## config.mk

```make
export PLATFORM = sky130hd
export DESIGN_NAME = dram_refresh_monitor
export DESIGN_NICKNAME = d
export VERILOG_FILES = /design/src/rtl/dram_refresh_monitor.sv
export SDC_FILE = /design/constraint.sdc
export NUM_CORES = 1
export LEC_CHECK = 0
export ABC_AREA = 1
export BUFFER_PORTS_ARGS = -buffer_cell sky130_fd_sc_hd__clkbuf_2
export CAP_MARGIN = 20
export CORE_MARGIN = 3
export CORE_UTILIZATION = 69
export CTS_BUF_LIST = sky130_fd_sc_hd__clkbuf_8 sky130_fd_sc_hd__clkbuf_16
export CTS_CLUSTER_DIAMETER = 50
export DETAILED_ROUTE_END_ITERATION = 7
export PLACE_DENSITY = 0.84
export SYNTH_ARGS = -nofsm -noshare
export SYNTH_HDL_FRONTEND = slang
export SYNTH_SLANG_ARGS = --single-unit
```

## constraint.sdc

```tcl
create_clock -name clk -period 3.1 [get_ports clk]
set_clock_uncertainty 0.15 [all_clocks]
set_input_delay 0.155 -clock clk [delete_from_list [all_inputs] [get_ports clk]]
set_output_delay 0.155 -clock clk [all_outputs]
set_load 0.005 [all_outputs]
```

## src/rtl/dram_refresh_monitor.sv

```systemverilog
module dram_refresh_monitor #(
    parameter int ROW_W = 4,
    parameter int LIMIT = 3200000
) (
    input  logic             clk,
    input  logic             rst_n,
    input  logic             hit,
    input  logic [ROW_W-1:0] hit_row,
    output logic             err
);
    localparam int ROWS  = 1 << ROW_W;
    localparam int AGE_W = $clog2(LIMIT + 1);
    localparam logic [AGE_W-1:0] LIM = AGE_W'(LIMIT);

    logic [ROWS-1:0] at_limit;
    logic err_d, err_q;

    for (genvar r = 0; r < ROWS; r++) begin : g_row
        logic [AGE_W-1:0] age_d, age_q;

        always_comb begin
            if (hit && (hit_row == ROW_W'(r))) age_d = '0;
            else if (age_q == LIM)             age_d = age_q;
            else                               age_d = age_q + AGE_W'(1);
        end

        always_ff @(posedge clk) begin
            if (!rst_n) age_q <= '0;
            else        age_q <= age_d;
        end

        assign at_limit[r] = (age_q == LIM);
    end

    always_comb begin
        err_d = err_q | (|at_limit);
    end

    always_ff @(posedge clk) begin
        if (!rst_n) err_q <= 1'b0;
        else        err_q <= err_d;
    end

    assign err = err_q;
endmodule

```

* Word-level counts from Yosys, hierarchy flattened
Index checks and enable logic that the tools add are counted.
** Word-level totals
- Output and inout bits :: 1
- Input bits :: 7
- Logic and storage cells :: 100
- Register bits :: 353
** Operators by class
- Add/subtract/negate cells :: 16
- Equal/unequal tests :: 31
- Bitwise gates (word level) :: 2
- Reduce and logical (&&, ||, !) cells :: 34
** Operators by type and width (count)
- adder 22 x 1 -> 22 bit, second input constant :: 16
- equality test 22 bit, second input constant :: 16
- equality test 4 bit, second input constant :: 8
- OR reduction 2 bit :: 16
- equality test 4 x 3 -> 1 bit, second input constant :: 4
- logical AND 1 bit :: 16
- OR reduction 16 bit :: 1
- equality test 4 x 2 -> 1 bit, second input constant :: 2
- equality test 4 x 1 -> 1 bit, second input constant :: 1
- logical NOT 4 bit :: 1
- inverter 1 bit :: 1
- OR 1 bit :: 1

* Depth between registers and ports, before layout
- Word-level depth :: 3
- Mapped depth :: 11

* Worst setup path after synthesis
Ideal clock, no wire load.
- Path kind :: register to register
- From :: register g_row[3].age_q[0]
- To :: register g_row[3].age_q[16]
- Cell stages (with the launch flop) :: 12
- Library setup time :: 115 ps
- Path buffers :: 0
- Clock period less this slack :: 1658 ps
- Arrival :: 1393 ps
- Slack :: 1442 ps
- Cells stage by stage :: dfxtp_1 ha_1 nand2_1 inv_1 nand3_1 nor2_1 nand2_1 nor2_1 inv_2 nor2_1 nor2_1 o21a_1
** Between the ends
- Cells in the longest elaborated chain, start to end :: 1
- Elaborated cells between the ends (all ways) :: 2
- Classes of those cells :: add/sub: 1; eq/ne: 1
** Ends and longest elaborated chain
- start: declaration :: RTL line 19 : logic [AGE_W-1:0] age_d, age_q;
- start signal: assignment :: RTL line 29 : else age_q <= age_d;
- adder 22 x 1 -> 22 bit / equality test 22 bit (equally long branches) :: RTL line 24, 23
Parallel ways exist; a longest one is shown, timed or not.
A chain may end at the register's enable or synchronous reset.

* Final worst setup path
- From :: register g_row[4].age_q[0]
- To :: register g_row[4].age_q[18]
** Between the ends
- Cells in the longest elaborated chain, start to end :: 1
- Elaborated cells between the ends (all ways) :: 2
- Classes of those cells :: add/sub: 1; eq/ne: 1
** Ends and longest elaborated chain (RTL line)
- start: declaration :: 19
- start signal: assignment :: 29
- adder 22 x 1 -> 22 bit / equality test 22 bit (equally long branches) :: 24, 23
Parallel ways exist; a longest one is shown, timed or not.

==> metrics.txt <==
row cnt 57; synthesis warning total 0; final hold vios 0; Cells after Synth about 2600; WL final 37400 um; HPWL Detailed approximately 27000 um; Mapped Nets 2640; Pre-antenna DRT Iters 5; final net count between 2000 and 3000; number of global-route vias before repair 15500; routed len/inst around 12 um; Async S/R FF share, synth 0%; Worst-Margin Slew 0.730 ns; relative slew slack between 50% and 60%; CTS H-tree lvls 2; fillers ~1900; Setup-failing EPs final 0; Final min period between 2 and 2.5 ns; die height between 150 and 200 um; Max Fclk roughly 0.5 GHz; starting DRC count in detailed routing 1186; hold path depth 4; kind of start point of the critical path register; Worst path depth 8; Mean Syn Cell Area between 6 and 7 sq um; initial antenna violation count 0; CP startpoint g_row[4].age_q[0]$_SDFFE_PP0N_; Max Slew Vio Count 0; CP endpoint kind register; Worst R2R Path Depth 8; proportion of layout cells with a drive suffix above 1 7.50%; Area growth syn-to-layout 9.67%; drt via density about 5.5; Synth Flop Type dfxtp_1; flops & latches, synth 353; fin crit share between 60% and 70%; crit-path cells ha_1 -> nand2_1 -> inv_1 -> nand3_1 -> nor3_2 -> nand4_1 -> o21ai_0 -> nor2_1; crit path kind register to register; core box area between 20000 and 25000 sq um; Inserted Clock Buffers 39; worst vdd ir approximately 480 uV; root buffer cell clkbuf_16; Ports 8; CP required ~3.4 ns; Place WS around 1.2 ns; Pleak roughly 7.4 nW; reg-to-reg slack, setup approximately 1.1 ns; post-cts resize count 0; Seq/Total Area, Yosys about two fifths; DRC viols 0; die width 166 um; post-route ant nets 0; Final TNS setup 0 ns; die area ~28000 sq um; IO buf count 7; class of the worst hold path input port to register; Max-Cap Viols 0; largest net degree at the start of global routing 17; origin of the critical flop-to-flop path g_row[4].age_q[0]$_SDFFE_PP0N_; EDFF count, synth 0; Power Density roughly 490 nW/um^2; CP max FO 6; Clock Latency Late Sink between 0.5 and 0.6 ns; gr usage total 26.3%; Placer Congestion 0.871; final worst slack 1.06 ns; Antenna Cells 0; Yosys cell types 44; CTS tree built; CP arrival 2.29 ns; status finished, final reports clean; initial core utilization between 70% and 80%; clock sinks around 350; global-route wire length before repair between 60000 and 70000 um; Hold Startpoint hit; Crit path largest cell delay 0.41 ns; CP delay by family, top simple AND/OR/NAND/NOR gates; Worst-path clk slew 0.06 ns; Post-Syn Area around 18000 sq um; CP bufs+invs 1; clock tree buffer depth 3; Slowest-stage cell, CP dfxtp_1; RSZ-0062 raised after global routing no; GR Overflow Total 0; via count around 16000
[synth_stat cells, types with 2 or more instances]
cell | instances | area, sq um
inv_1 | 381 | 1430
o31ai_1 | 2 | 15.0
buf_2 | 12 | 60.1
nor4_1 | 17 | 106
or2_0 | 8 | 50.1
xnor2_1 | 11 | 96.3
clkinv_1 | 2 | 7.51
o21ai_1 | 86 | 430
o21ba_2 | 2 | 20.0
ha_1 | 32 | 400
or3_1 | 5 | 31.3
inv_2 | 57 | 214
nand3_1 | 152 | 761
nand2_2 | 6 | 37.5
nor3_1 | 108 | 541
a211oi_1 | 18 | 135
o21ai_2 | 4 | 35.0
o21a_1 | 22 | 165
nand2_1 | 456 | 1710
a31oi_1 | 7 | 43.8
clkbuf_1 | 11 | 41.3
a21oi_1 | 271 | 1360
o21ba_1 | 3 | 30.0
nand4_1 | 56 | 350
nand3_2 | 3 | 30.0
xor2_1 | 22 | 193
nor3_2 | 10 | 100
and3_1 | 2 | 12.5
nor2_2 | 20 | 125
nor2_1 | 321 | 1200
nor3b_1 | 4 | 30.0
nand3b_1 | 6 | 45.0
dfxtp_1 | 353 | 7070
nor3_4 | 4 | 65.1
or2_2 | 3 | 18.8
nor2_4 | 9 | 101
o21ai_0 | 108 | 541
[registers in the layout (all words and copies together), names as in the netlist]
register and count:
err 1, g_row.age_q 352
[final timing paths]
path                                 endpoint
max reg2reg   g_row[4].age_q[18]$_SDFFE_PP0N_
min reg2reg  g_row[14].age_q[21]$_SDFFE_PP0N_
max           g_row[4].age_q[18]$_SDFFE_PP0N_
min            g_row[2].age_q[7]$_SDFFE_PP0N_
[layer usage]
| layer | vias to the layer above | track usage, % | share of wire (%) |
|---|---|---|---|
| met5 | - | 0 | 0 |
| met4 | 0 | 8.79 | 2.5 |
| li1 | 8573 | - | - |
| met3 | 75 | 3.88 | 4.3 |
| met2 | 314 | 45.7 | 47 |
| met1 | 7519 | 33.7 | 46 |
[layout make-up]
| type | instances | area [sq um] | share of cell area, % |
|---|---|---|---|
| multi-input combinational | 1785 | 8850 | 45.7 |
| sequential | 353 | 7070 | 36.5 |
| tap | 324 | 405 | 2.09 |
| timing repair buffer | 19 | 128 | 0.659 |
| clock inverter | 26 | 210 | 1.08 |
| inverter | 440 | 1650 | 8.52 |
| clock buffer | 44 | 1070 | 5.51 |
[cell usage in the layout, fill, tap and decap left out, types with 8 or more instances in the layout]
master,instances
or2_0,8
xnor2_1,11
clkbuf_16,41
nor3_1,108
o21ai_1,86
inv_2,57
nor2_2,20
o21a_1,22
buf_4,11
a211oi_1,18
a21oi_1,271
o21ai_0,108
nor4_1,17
nor2_4,9
nand3_1,152
nand4_1,56
nor3_2,10
xor2_1,22
ha_1,32
nor2_1,321
nand2_1,456
dfxtp_1,353
inv_1,391
[worst min-delay path: stages]
cell      delay [ns]
clkbuf_2        0.12
nand2_1         0.15
o21ai_2         0.17
nor2_1          0.13
[cell families after synthesis]
group / after synthesis / synth area share, %
and+or+nand+nor: 1194 / 30.3
AOI/OAI and AO/OA: 526 / 15.8
buffers and inverters: 463 / 9.92
DFF: 353 / 40.0
xor gates and xnor gates: 33 / 1.64
adders and majority gates: 32 / 2.27
[stage by stage]
stage	cells	utilization [%]	instance area, sq um	total power, mW	hold WS, ns
floorplan	2601	-	17700	4.99	0.156
global placement	2920	73.1	18100	5.07	0.296
detailed placement	2920	73.1	18100	5.09	0.308
CTS	2991	78.3	19400	9.60	0.0607
global route	2991	78.3	19400	9.85	0.120
finish	2991	78.3	19400	9.54	0.0830
[where the power goes]
part	internal [mW]	total (mW)	switching (mW)	leakage (nW)
sequential	4.59	4.65	0.0561	2.85
clock	2.72	4.54	1.82	0.659
combinational	0.119	0.349	0.230	3.91
total	7.43	9.54	2.11	7.42
[timing repair]
item / in CTS / in global routing
hold buffers: 1 / 0
hold endpoints to repair: 1 / 0
setup buffers: 0 / 0
Power figures use the tool's default switching activity.
